[config.mk]
export PLATFORM = sky130hd
export DESIGN_NAME = csbv_top
export DESIGN_NICKNAME = d
export VERILOG_FILES = /design/src/rtl/csbv_pkg.sv /design/src/rtl/csbv_edge.sv /design/src/rtl/csbv_bitcheck.sv /design/src/rtl/csbv_top.sv
export SDC_FILE = /design/constraint.sdc
export NUM_CORES = 1
export LEC_CHECK = 0
export ABC_AREA = 1
export BUFFER_PORTS_ARGS = -buffer_cell sky130_fd_sc_hd__buf_2
export CAP_MARGIN = 20
export CORE_AREA = 2 2 121 123
export CTS_CLUSTER_DIAMETER = 30
export CTS_CLUSTER_SIZE = 12
export DETAILED_ROUTE_END_ITERATION = 8
export DIE_AREA = 0 0 123 125
export PLACE_DENSITY = 0.66
export SETUP_SLACK_MARGIN = 0.3
export SLEW_MARGIN = 20
export SYNTH_ARGS = -nofsm -noshare
export SYNTH_HDL_FRONTEND = slang
export SYNTH_SLANG_ARGS = --single-unit
[constraint.sdc]
create_clock -name clk_i -period 1.8 [get_ports clk_i]
set_input_delay 0.36 -clock clk_i [delete_from_list [all_inputs] [get_ports clk_i]]
set_output_delay 0.36 -clock clk_i [all_outputs]
set_load 0.03 [all_outputs]
[src/rtl/csbv_pkg.sv]
package csbv_pkg;
    typedef enum logic [3:0] {
        ST_LOAD_ACT,
        ST_MASK_ACT,
        ST_TEST_ACT,
        ST_LOAD_EXP,
        ST_MASK_EXP,
        ST_TEST_EXP,
        ST_DECIDE,
        ST_HALT,
        ST_FINISH
    } csbv_state_e;
endpackage

[src/rtl/csbv_edge.sv]
module csbv_edge (
    input  logic clk_i,
    input  logic rst_ni,
    input  logic level_i,
    output logic rise_o
);
    logic level_d, level_q;

    always_comb begin
        level_d = level_i;
    end

    always_ff @(posedge clk_i or negedge rst_ni) begin
        if (!rst_ni) level_q <= 1'b1;
        else         level_q <= level_d;
    end

    assign rise_o = level_i & ~level_q;
endmodule

[src/rtl/csbv_bitcheck.sv]
module csbv_bitcheck #(
    parameter int WIDTH = 32,
    localparam int BW = $clog2(WIDTH)
) (
    input  logic [WIDTH-1:0] reg_i,
    input  logic [BW-1:0]    bit_idx_i,
    output logic [WIDTH-1:0] ored_o,
    output logic [WIDTH-1:0] mask_o,
    output logic             all_ones_o
);
    for (genvar g = 0; g < WIDTH; g++) begin : g_mask
        assign mask_o[g] = (bit_idx_i != BW'(g));
    end

    assign ored_o     = reg_i | mask_o;
    assign all_ones_o = &reg_i;
endmodule

[src/rtl/csbv_top.sv]
module csbv_top #(
    parameter int WIDTH = 32,
    parameter int DEPTH = 64,
    parameter int CNT_W = 16,
    localparam int BW = $clog2(WIDTH),
    localparam int AW = $clog2(DEPTH)
) (
    input  logic             clk_i,
    input  logic             rst_ni,
    input  logic             start_i,
    input  logic [WIDTH-1:0] cs_word_i,
    input  logic [WIDTH-1:0] cs_expect_i,
    output logic [AW-1:0]    cs_addr_o,
    output logic [WIDTH-1:0] data_reg_o,
    output logic             stop_o,
    output logic             done_o,
    output logic [CNT_W-1:0] stop_count_o
);
    import csbv_pkg::*;

    localparam logic [BW-1:0]    LAST_BIT  = BW'(WIDTH - 1);
    localparam logic [AW-1:0]    LAST_WORD = AW'(DEPTH - 1);
    localparam logic [CNT_W-1:0] CNT_MAX   = '1;

    typedef struct packed {
        csbv_state_e      state;
        logic [AW-1:0]    addr;
        logic [BW-1:0]    bidx;
        logic [WIDTH-1:0] sdr;
        logic             trig;
        logic [CNT_W-1:0] cnt;
    } regs_t;

    regs_t r_d, r_q;

    logic             rise;
    logic [WIDTH-1:0] ored;
    logic [WIDTH-1:0] mask;
    logic             all_ones;
    logic             advance;

    csbv_edge u_edge (
        .clk_i   (clk_i),
        .rst_ni  (rst_ni),
        .level_i (start_i),
        .rise_o  (rise)
    );

    csbv_bitcheck #(.WIDTH(WIDTH)) u_check (
        .reg_i      (r_q.sdr),
        .bit_idx_i  (r_q.bidx),
        .ored_o     (ored),
        .mask_o     (mask),
        .all_ones_o (all_ones)
    );

    always_comb begin
        r_d     = r_q;
        advance = 1'b0;
        unique case (r_q.state)
            ST_LOAD_ACT: begin
                r_d.sdr   = cs_word_i;
                r_d.trig  = 1'b0;
                r_d.state = ST_MASK_ACT;
            end
            ST_MASK_ACT: begin
                r_d.sdr   = ored;
                r_d.state = ST_TEST_ACT;
            end
            ST_TEST_ACT: begin
                if (all_ones) r_d.trig = ~r_q.trig;
                r_d.state = ST_LOAD_EXP;
            end
            ST_LOAD_EXP: begin
                r_d.sdr   = cs_expect_i;
                r_d.state = ST_MASK_EXP;
            end
            ST_MASK_EXP: begin
                r_d.sdr   = ored;
                r_d.state = ST_TEST_EXP;
            end
            ST_TEST_EXP: begin
                if (all_ones) r_d.trig = ~r_q.trig;
                r_d.state = ST_DECIDE;
            end
            ST_DECIDE: begin
                if (r_q.trig) begin
                    r_d.state = ST_HALT;
                    r_d.sdr   = WIDTH'({r_q.addr, r_q.bidx});
                    if (r_q.cnt != CNT_MAX) r_d.cnt = r_q.cnt + 1'b1;
                end else begin
                    advance = 1'b1;
                end
            end
            ST_HALT:   advance = rise;
            ST_FINISH: ;
            default:   r_d.state = ST_FINISH;
        endcase

        if (advance) begin
            r_d.state = ST_LOAD_ACT;
            if (r_q.bidx == LAST_BIT) begin
                r_d.bidx = '0;
                if (r_q.addr == LAST_WORD) r_d.state = ST_FINISH;
                else                       r_d.addr  = r_q.addr + 1'b1;
            end else begin
                r_d.bidx = r_q.bidx + 1'b1;
            end
        end
    end

    always_ff @(posedge clk_i or negedge rst_ni) begin
        if (!rst_ni) begin
            r_q.state <= ST_LOAD_ACT;
            r_q.addr  <= '0;
            r_q.bidx  <= '0;
            r_q.sdr   <= '0;
            r_q.trig  <= 1'b0;
            r_q.cnt   <= '0;
        end else begin
            r_q <= r_d;
        end
    end

    assign cs_addr_o    = r_q.addr;
    assign data_reg_o   = r_q.sdr;
    assign stop_o       = (r_q.state == ST_HALT);
    assign done_o       = (r_q.state == ST_FINISH);
    assign stop_count_o = r_q.cnt;


    mask_one_hole_chk: assert property (@(posedge clk_i) disable iff (!rst_ni)
        $countones(mask) == WIDTH - 1);


    trig_clear_chk: assert property (@(posedge clk_i) disable iff (!rst_ni)
        (r_q.state == ST_LOAD_ACT) |=> !r_q.trig);


    halt_hold_chk: assert property (@(posedge clk_i) disable iff (!rst_ni)
        (stop_o && !rise) |=> (stop_o && $stable(cs_addr_o) && $stable(data_reg_o)));


    resume_chk: assert property (@(posedge clk_i) disable iff (!rst_ni)
        (stop_o && rise) |=> !stop_o);


    done_sticky_chk: assert property (@(posedge clk_i) disable iff (!rst_ni)
        done_o |=> done_o);


    stop_count_chk: assert property (@(posedge clk_i) disable iff (!rst_ni)
        ($rose(stop_o) && $past(stop_count_o) != CNT_MAX) |-> stop_count_o == $past(stop_count_o) + 1'b1);
endmodule

==> metrics.txt, run 1 <==
row cnt=44; final setup violation count=0; P&R area growth vs syn=29.1%; RSZ-0062 raised after global routing=yes; vias post-DR=4776; Total GRT Usage=18.4%; status=finished clean; core box area=14200 sq um; Mapped Area=4790 sq um; Clock transition at path regs=0.06 ns; Max FO, Critical Path=6; H-tree levels=3; post-detail-place hpwl=10.2 mm; Post-Synthesis Cells=729; Cell Count Post-Placement=980; EDFF count, synth=0; share of layout cells above drive strength 1=31.7%; Hold Buf Count CTS=0; fin crit share=91.3%; Max-Cap Viols=0; R2R depth=11; DRT Pass-1 Iters=5; power per cell area=1770 nW/um^2; Seq cells post-synth=65; Nets=915; worst slew pin tran=0.378 ns; Seq/Total Area, Yosys=34.0%; minimum clock period=1.64 ns; multiplexer area fraction after synthesis=0%; WP data arrival=1.92 ns; number of vias per cell=4.64; PortBufs=122; Die H=125 microns; Main synth FF type=dfrtp_1; crit path cell chain=inv_4 -> nor2_4 -> nand2_2 -> nand2_4 -> nor3_4 -> buf_6 -> clkbuf_16 -> nand2_4 -> nand2_1 -> nand2_1 -> nand2_1; post-synthesis compound-gate area fraction=6.78%; Post-Synth Simple-Gate Area=39.4%; largest net degree at the start of global routing=66; wire per inst=14.3 microns; Critical Path RT=2.07 ns; Slowest-stage cell, CP=dfrtp_2; die width=123 microns; initial DRC count=297; syn_nets=804; Initial Utilization=33.8%; Worst-Skew Late Latency=0.34 ns; Critical Path End Type=flip-flop; post-synthesis cell type count=35; CP most frequent cell=nand2_1; Critical Path Max Stage Delay=0.46 ns; skew final=0.0123 ns; post-synthesis adder-cell area fraction=2.09%; relative slew slack=74.8%; I/O Pins=123; vias in the first global route=4473; Hold WC Path Type=input port to asynchronous set/reset pin; CP Class=flip-flop to flip-flop; Synth Warn #=0; Hold Vio Cnt, Final=0; global-route wire length before repair=22.3 mm; root buf cell=clkbuf_16; drc violations=0; Clock Path Buffers=2; CTS Sinks=65; Layout Cells excl Fill=1030; CTS tree=done; Routed WL=14.7 mm; largest family of logic cells by synthesized area=simple AND/OR/NAND/NOR gates; gp weighted congestion=0.910; Worst Setup Start Kind=flip-flop; xor-xnor portion of the synthesized cell area=3.11%; Setup TNS Final=0 ns; max frequency=608 MHz; syn avg cell area=6.58 sq um; GR Overflow Total=0; leakage=3.25 nW; initial antenna violation count=2; die area=15400 sq um; Inserted Clock Buffers=9; final max-slew violation count=0; ys async rst share=100%; post-route ant nets=0; peak supply drop=0.655 mV
## cells by family after synthesis
group / count (synthesis)
AO/OA/AOI/OAI: 53
XOR/XNOR: 17
adder cells (fa/ha/maj): 8
buffers and inverters: 119
flip-flops: 65
AND/OR/NAND/NOR: 467
## critical path: cells and delay by family, from the launching register on
kind / cells / cell delay (ns)
buffers and inverters: 3 / 0.41
and+or+nand+nor: 8 / 0.71
DFF: 1 / 0.46
## Yosys cell counts (3+ instances only)
cell,count,area (sq um)
ha_1,8,100
buf_4,61,458
a21boi_0,6,45.0
a22oi_1,8,60.1
buf_2,12,60.1
o21ai_0,13,65.1
nand3_1,21,105
a21boi_1,7,52.6
nand4_1,3,18.8
nand2_1,338,1270
nor2_1,84,315
dfrtp_1,64,1600
a21oi_1,14,70.1
nor3_1,5,25.0
xor2_1,12,105
inv_2,6,22.5
nand2_2,4,25.0
xnor2_1,5,43.8
inv_1,37,139
## routing by layer
metal | up-vias | part of all wire (%) | track usage, %
met4 | 2 | 2.1 | 6.02
met1 | 2184 | 41 | 23.2
li1 | 2427 | - | -
met5 | - | 0.048 | 0
met3 | 24 | 6.8 | 4.52
met2 | 139 | 50 | 30.7
## state kept, by name, indices dropped and copies added (netlist names)
register,count
stop_count_o,16
r_q,10
u_edge.level_q,1
data_reg_o,32
cs_addr_o,6
## worst paths after layout
kind                            slack (ns)                        from                           to
worst max-delay path                  0.16         r_q[60]$_DFFE_PN0P_   data_reg_o[18]$_DFFE_PN0P_
worst min-delay path                  0.04                      rst_ni   data_reg_o[17]$_DFFE_PN0P_
worst max register to register        0.16         r_q[60]$_DFFE_PN0P_   data_reg_o[18]$_DFFE_PN0P_
worst min register to register        0.52  data_reg_o[17]$_DFFE_PN0P_   data_reg_o[17]$_DFFE_PN0P_
max in group asynchronous             1.43                      rst_ni  stop_count_o[2]$_DFFE_PN0P_
min in group clk_i                    0.14                     start_i     u_edge.level_q$_DFF_PN1_
## power by group
part / switching [W] / internal, W
Combinational: 0.00419 / 0.00251
Sequential: 0.000612 / 0.00200
Clock: 0.000646 / 0.00101
Total: 0.00544 / 0.00552
## through the flow
step                setup slack, ns  total power (W)  util (%)  instance area [sq um]  hold slack [ns]
floorplan                     0.207          0.00692         -                   4820           0.0644
global placement              0.127          0.00786      37.4                   5320            0.414
detailed placement           0.0581          0.00794      37.4                   5320            0.412
CTS                           0.224           0.0101      41.6                   5900           0.0617
global route                 0.0732           0.0119      43.6                   6190           0.0746
finish                        0.156           0.0110      43.6                   6190           0.0391
## cells in the final DEF, fill, tap and decap left out, types with 2 or more instances in the layout
master     netlist  final
nor3_4           2      3
nor2_4           1     10
nor3_1           5      4
a22oi_1          8      7
nor2_2           2     11
inv_2            6      6
o21ai_1          2      3
o21ai_0         13     12
nand3_2          1      2
nand3_1         21     19
buf_6            2     13
o211ai_1         2      2
nand2_2          4     18
buf_12           0      3
inv_1           37     32
clkbuf_1         1      3
nand2_1        338    316
xor2_1          12     12
a21boi_1         7      8
buf_4           61     37
xnor2_1          5      5
nand4_1          3      3
clkbuf_16        0     11
nor2_1          84     66
ha_4             0      3
clkbuf_8         0      2
a21oi_1         14     14
ha_1             8      5
dfrtp_2          0      6
a21boi_0         6      5
inv_4            0      4
nand2_4          1      9
buf_2           12    120
dfrtp_1         64     58
## final cells by class
class                   count  area, sq um
diodes                      1         2.50
clock buffers              14          264
fillers                  1481         8010
multi-input cells         545         2720
flip-flops and latches     65         1640
clock inverters             2         12.5
repair buffers            176         1150
well taps                 184          230
inverters                  43          176
## what timing repair did
item	4_1_cts	5_1_grt
setup buffers	18	12
pin swaps	10	17
gates cloned	0	3
setup endpoints to repair	62	63
gates resized for setup	50	45
Power figures use the tool's default switching activity.
==> run 2: changes to the inputs <==
SETUP_SLACK_MARGIN = 0.15   (was 0.3)
==> run 2 against run 1 <==
Via count grew 2.7%. Wire length grew 1.7%. Sequential power is essentially flat. Register-to-register slack lost 0.02 ns. Maximum frequency shrank 1.0%. Die area is the same. Sequential cell count is the same. Combinational power shrank 2%. Clock-buffer cell count shrank 1. First-iteration DRC count grew 32%. Largest cell class unchanged.
==> metrics.txt, run 2 (synthesis results as in run 1) <==
H-tree levels=3 (unchanged); Critical Path RT=1.44 ns (-0.63 ns); Worst Setup Start Kind=flip-flop; Die H=125 microns (unchanged); core box area=14200 sq um (unchanged); Top delay family on crit path=flip-flops; Placed Area=5350 sq um (+0.66%); combinational share of power=58.9% (-2.2 points); Initial Utilization=33.8% (unchanged); vias in the first global route=4535 (+1.4%); Fillers=1461 (-1.4%); Buf+Inv Stages, Crit Path=2 (-1); vias post-DR=4905 (+2.7%); met2 wire length=7.23 mm (-0.92%); Seq pwr share=23.3% (-0.5 points); number of vias per cell=4.75 (+2.5%); WHS=0.132 ns (+0.0929 ns); power per cell area=1780 nW/um^2 (+0.70%); met3 wire length=1.12 mm (+12%); Clk pwr share=17.8% (+2.7 points); Net Sw Frac=48.3% (-1.3 points); fin crit share=92.3% (+0.95 points); Critical Path Max Stage Delay=0.44 ns (-0.02 ns); initial DRC count=391 (+32%); die area=15400 sq um (unchanged); Worst-Skew Late Latency=0.35 ns (about the same); Total GRT Usage=19.2% (+0.82 points); final max-slew violation count=0 (unchanged); DRT Pass-1 Iters=5 (unchanged); final setup violation count=0 (unchanged); root buf cell=clkbuf_16; P&R area growth vs syn=30.6%; Clock transition at path regs=0.05 ns (about the same); Routed WL=15.0 mm (+1.7%); share of layout cells above drive strength 1=30.4% (-1.3 points); PortBufs=122 (unchanged); leakage=3.29 nW (+0.93%); post-route ant nets=0 (unchanged); total power=0.0112 W (+1.8%); gp weighted congestion=0.862 (-5.2%); Nets=919 (+0.44%); Max-Cap Viols=0 (unchanged); peak supply drop=0.672 mV (+2.6%); RSZ-0062 raised after global routing=yes; WP data arrival=1.30 ns (-0.62 ns); worst slew pin tran=0.509 ns (+0.131 ns); Pint=0.00577 W (+4.5%); Critical Path End Type=output pin; max frequency=602 MHz (-1.0%); max FFs per register=32 (unchanged); CTS tree=done; global-route wire length before repair=22.9 mm (+2.7%); CTS Sinks=65 (unchanged); sw power=0.00540 W (-0.89%); CP Class=flip-flop to output pin; fin area=6260 sq um (+1.1%); status=finished clean; top layer reached by signal wires=met5; commonest non-fill, non-tap cell in the layout=nand2_1; Hold Vio Cnt, Final=0 (unchanged); Max FO, Critical Path=5 (-1); GR Overflow Total=0 (unchanged); initial antenna violation count=2 (unchanged); Slowest-stage cell, CP=dfrtp_2; Antenna Cells=0 (-1); commonest cells after routing, fill and taps aside=333 x nand2_1, 120 x buf_2, 65 x nor2_1; largest net degree at the start of global routing=34 (-48%); crit path cell chain=nand2_2 -> buf_4 -> nor2_4 -> buf_6; minimum clock period=1.66 ns (+0.0172 ns); I/O Pins=123 (unchanged); skew final=0.00528 ns (-0.00698 ns); drc violations=0 (unchanged); M1 WL=6.32 mm (+3.7%); Layout Utilization=44.1% (+0.49 points); Hold WC Path Type=input port to flip-flop; row cnt=44 (unchanged); Clock Path Buffers=2 (unchanged); die width=123 microns (unchanged); post-detail-place hpwl=10.3 mm (+1.3%); wire per inst=14.5 microns (+1.5%); relative slew slack=66.1% (-8.7 points); Inserted Clock Buffers=9 (unchanged)
## run 2: worst paths after layout
| kind | to | slack (ns) | cells past startpoint | from |
|---|---|---|---|---|
| min in group asynchronous | data_reg_o[8]$_DFFE_PN0P_ | 0.52 | 2 | rst_ni |
| hold / removal | u_edge.level_q$_DFF_PN1_ | 0.13 | 1 | start_i |
| setup reg to reg | data_reg_o[13]$_DFFE_PN0P_ | 0.14 | 11 | r_q[61]$_DFFE_PN0P_ |
| hold reg to reg | data_reg_o[4]$_DFFE_PN0P_ | 0.53 | 2 | data_reg_o[4]$_DFFE_PN0P_ |
| setup / recovery | stop_o | 0.14 | 4 | r_q[61]$_DFFE_PN0P_ |
| max in group asynchronous | stop_count_o[6]$_DFFE_PN0P_ | 0.76 | 3 | rst_ni |
## run 2: layout make-up
class / instances / area, sq um / area share [%]
multi-input cells: 546 / 2710 / 43.3
flip-flops and latches: 65 / 1630 / 26.0
repair buffers: 179 / 1190 / 19.0
clock buffers: 13 / 270 / 4.32
well taps: 184 / 230 / 3.68
inverters: 43 / 169 / 2.70
clock inverters: 2 / 60.1 / 0.959
## run 2: metrics by stage
stage / std cells / TNS [ns] / setup slack [ns]
global placement: 987 / -4.53 / -0.198
floorplan: 729 / 0 / 0.157
finish: 1032 / 0 / 0.139
global route: 1032 / 0 / 0.00200
CTS: 1014 / 0 / 0.116
detailed placement: 987 / -6.74 / -0.277
## run 2: timing repair
item	in CTS	in global routing
endpoints found under the hold margin	15	0
buffers inserted	10	17
pin swaps	8	22
hold buffers	1	0
endpoints found under the setup margin	51	64
resized for setup	33	55
gates cloned	1	1
## run 2: power groups by stage
stage	clock network [W]	registers (W)	logic (W)
global placement	0	0.00259	0.00537
global route	0.00208	0.00267	0.00727
floorplan	0	0.00240	0.00450
CTS	0.00202	0.00257	0.00599
finish	0.00199	0.00260	0.00658
detailed placement	0	0.00259	0.00545
## run 2: per-layer routing
layer  track usage (%)  vias up
met1              24.2     2255
met2              32.1      182
li1                  -     2441
met3              4.56       25
met5                 0        -
met4              6.35        2
## run 2: worst reg2reg max path, cell delays in order, from the launching register on
cell	delay [ns]
dfrtp_2	0.46
buf_4	0.16
nand2_1	0.10
nor2_4	0.05
buf_8	0.11
nor2_1	0.08
nand2_1	0.09
nand2_2	0.14
inv_2	0.07
buf_4	0.17
nand2_1	0.08
nand2_1	0.05
==> run 3: changes to the inputs <==
--- a/constraint.sdc
+++ b/constraint.sdc
@@ -3,2 +3,2 @@
 set_output_delay 0.36 -clock clk_i [all_outputs]
-set_load 0.03 [all_outputs]
+set_load 0.005 [all_outputs]
==> run 3 against run 2 <==
Final cell count increased by 0.19%. Maximum frequency shrank 0.22%. Via count is essentially flat. Clock skew up 0.0011 ns. Design area increased by 0.64%. Critical path type unchanged. Largest cell class unchanged. Largest power group unchanged. Highest routed layer unchanged.
==> metrics.txt, run 3 (synthesis results as in run 1) <==
dpl ws=-0.277 ns (unchanged); R2R depth=11 (unchanged); Pint=0.00575 W (-0.36%); multi-input logic area=2710 sq um (unchanged); skew final=0.00640 ns (+0.00112 ns); CTS tree=done; global-route wire length before repair=22.9 mm (about the same); Critical Path End Type=output pin; Fillers=1459 (-0.14%); Clock Path Buffers=2 (unchanged); max FFs per register=32 (unchanged); max frequency=601 MHz (-0.22%); GR Overflow Total=0 (unchanged); I/O Pins=123 (unchanged); peak supply drop=0.662 mV (-1.5%); wire per inst=14.5 microns (about the same); Worst-Skew Late Latency=0.35 ns (about the same); PortBufs=122 (unchanged); leakage=3.30 nW (+0.58%); Seq pwr share=25.1% (+1.8 points); final max-slew violation count=0 (unchanged); vias post-DR=4904 (-0.020%); root buf cell=clkbuf_16; Inserted Clock Buffers=9 (unchanged); Total GRT Usage=19.2% (about the same); register area=1630 sq um (unchanged); WHS=0.138 ns (+0.00569 ns); Worst Setup Start Kind=flip-flop; P&R area growth vs syn=31.4%; WP data arrival=1.30 ns (about the same); initial antenna violation count=2 (unchanged); minimum clock period=1.66 ns (+0.00358 ns); relative slew slack=65.8% (-0.32 points); final setup violation count=0 (unchanged); Nets=921 (+0.22%); Critical Path RT=1.44 ns (about the same); DRT Pass-1 Iters=7 (+2); share of layout cells above drive strength 1=30.6% (+0.16 points); worst slew pin tran=0.514 ns (+0.00478 ns); Setup WS post-layout=0.136 ns (-0.00358 ns); Die H=125 microns (unchanged); drc violations=0 (unchanged); commonest non-fill, non-tap cell in the layout=nand2_1; combinational share of power=55.7% (-3.2 points); status=finished clean; sw power=0.00459 W (-15%); number of vias per cell=4.74 (-0.21%); Hold WC Path Type=input port to flip-flop; Clk pwr share=19.2% (+1.4 points); Clock transition at path regs=0.05 ns (about the same); CTS Sinks=65 (unchanged); power per cell area=1640 nW/um^2 (-8.0%); post-route ant nets=0 (unchanged); RSZ-0062 raised after global routing=yes; H-tree levels=3 (unchanged); CP Class=flip-flop to output pin; Routed WL=15.0 mm (+0.14%); die width=123 microns (unchanged); vias in the first global route=4525 (-0.22%); Max-Cap Viols=0 (unchanged); fin crit share=92.5% (+0.20 points); die area=15400 sq um (unchanged); Max FO, Critical Path=5 (unchanged); initial DRC count=390 (-0.26%); Net Sw Frac=44.4% (-3.9 points); post-detail-place hpwl=10.3 mm (unchanged); gp weighted congestion=0.862 (unchanged); Antenna Cells=0 (unchanged); Hold Vio Cnt, Final=0 (unchanged); row cnt=44 (unchanged); largest net degree at the start of global routing=34 (unchanged); commonest cells after routing, fill and taps aside=335 x nand2_1, 120 x buf_2, 65 x nor2_1; Initial Utilization=33.8% (unchanged); Hold Crit Depth=1 (unchanged); core box area=14200 sq um (unchanged)
[run 3: changes by cell type in the layout (fill, tap and decap cells not counted), moves of 2 or more]
cell,delta
nand3_2,+2
nand3_1,-2
nand2_2,-3
nand2_1,+2
nor2_4,-2
nor2_2,+2
buf_6,+2
[run 3: stage by stage]
stage	instances	instance area, sq um	setup TNS [ns]	total power, W	utilization [%]
2_1_floorplan	729	4800	0	0.00612	-
3_3_place_gp	987	5350	-4.53	0.00719	37.7
3_5_place_dp	987	5350	-6.74	0.00728	37.7
4_1_cts	1013	5910	0	0.00981	41.6
5_1_grt	1034	6300	0	0.0112	44.4
6_report	1034	6300	0	0.0103	44.4
[run 3: worst max-delay path: stages, from the launching register on]
cell     delay [ns]
dfrtp_2        0.44
nand2_2        0.10
buf_4          0.17
nor2_4         0.14
buf_6          0.11
[run 3: final timing paths]
| check | from | endpoint | slack (ns) |
|---|---|---|---|
| min in group asynchronous | rst_ni | data_reg_o[8]$_DFFE_PN0P_ | 0.52 |
| max reg2reg | r_q[61]$_DFFE_PN0P_ | data_reg_o[13]$_DFFE_PN0P_ | 0.17 |
| max in group asynchronous | rst_ni | r_q[53]$_DFFE_PN0P_ | 0.76 |
| min reg2reg | data_reg_o[8]$_DFFE_PN0P_ | data_reg_o[8]$_DFFE_PN0P_ | 0.53 |
| min | start_i | u_edge.level_q$_DFF_PN1_ | 0.14 |
| max | r_q[61]$_DFFE_PN0P_ | stop_o | 0.14 |
[run 3: power by group through the flow]
stage                     Sequential (W)  Combinational, W  Clock [W]
after floorplan                  0.00240           0.00372          0
after global placement           0.00259           0.00460          0
after detailed placement         0.00259           0.00469          0
after CTS                        0.00257           0.00522    0.00202
after global routing             0.00266           0.00645    0.00208
final                            0.00260           0.00576    0.00199
[run 3: layout make-up]
cell class / instances / share of cell area (%)
tap: 184 / 3.65
clock inverter: 2 / 0.953
clock buffer: 13 / 4.29
timing repair buffer: 181 / 19.5
sequential: 65 / 25.9
inverter: 43 / 2.68
multi-input combinational: 546 / 43.0
[run 3: per-layer routing]
metal	routed length, microns	track usage, %
met5	7	0
met4	275	6.35
met3	1110	4.56
met2	7280	32.1
met1	6300	24.2
[run 3: what timing repair did]
item / CTS / global route
resized for setup: 31 / 56
endpoints found under the setup margin: 51 / 64
buffers inserted: 9 / 19
hold buffers: 1 / 0
gates cloned: 1 / 2
pin swaps: 7 / 23
hold endpoints to repair: 15 / 0
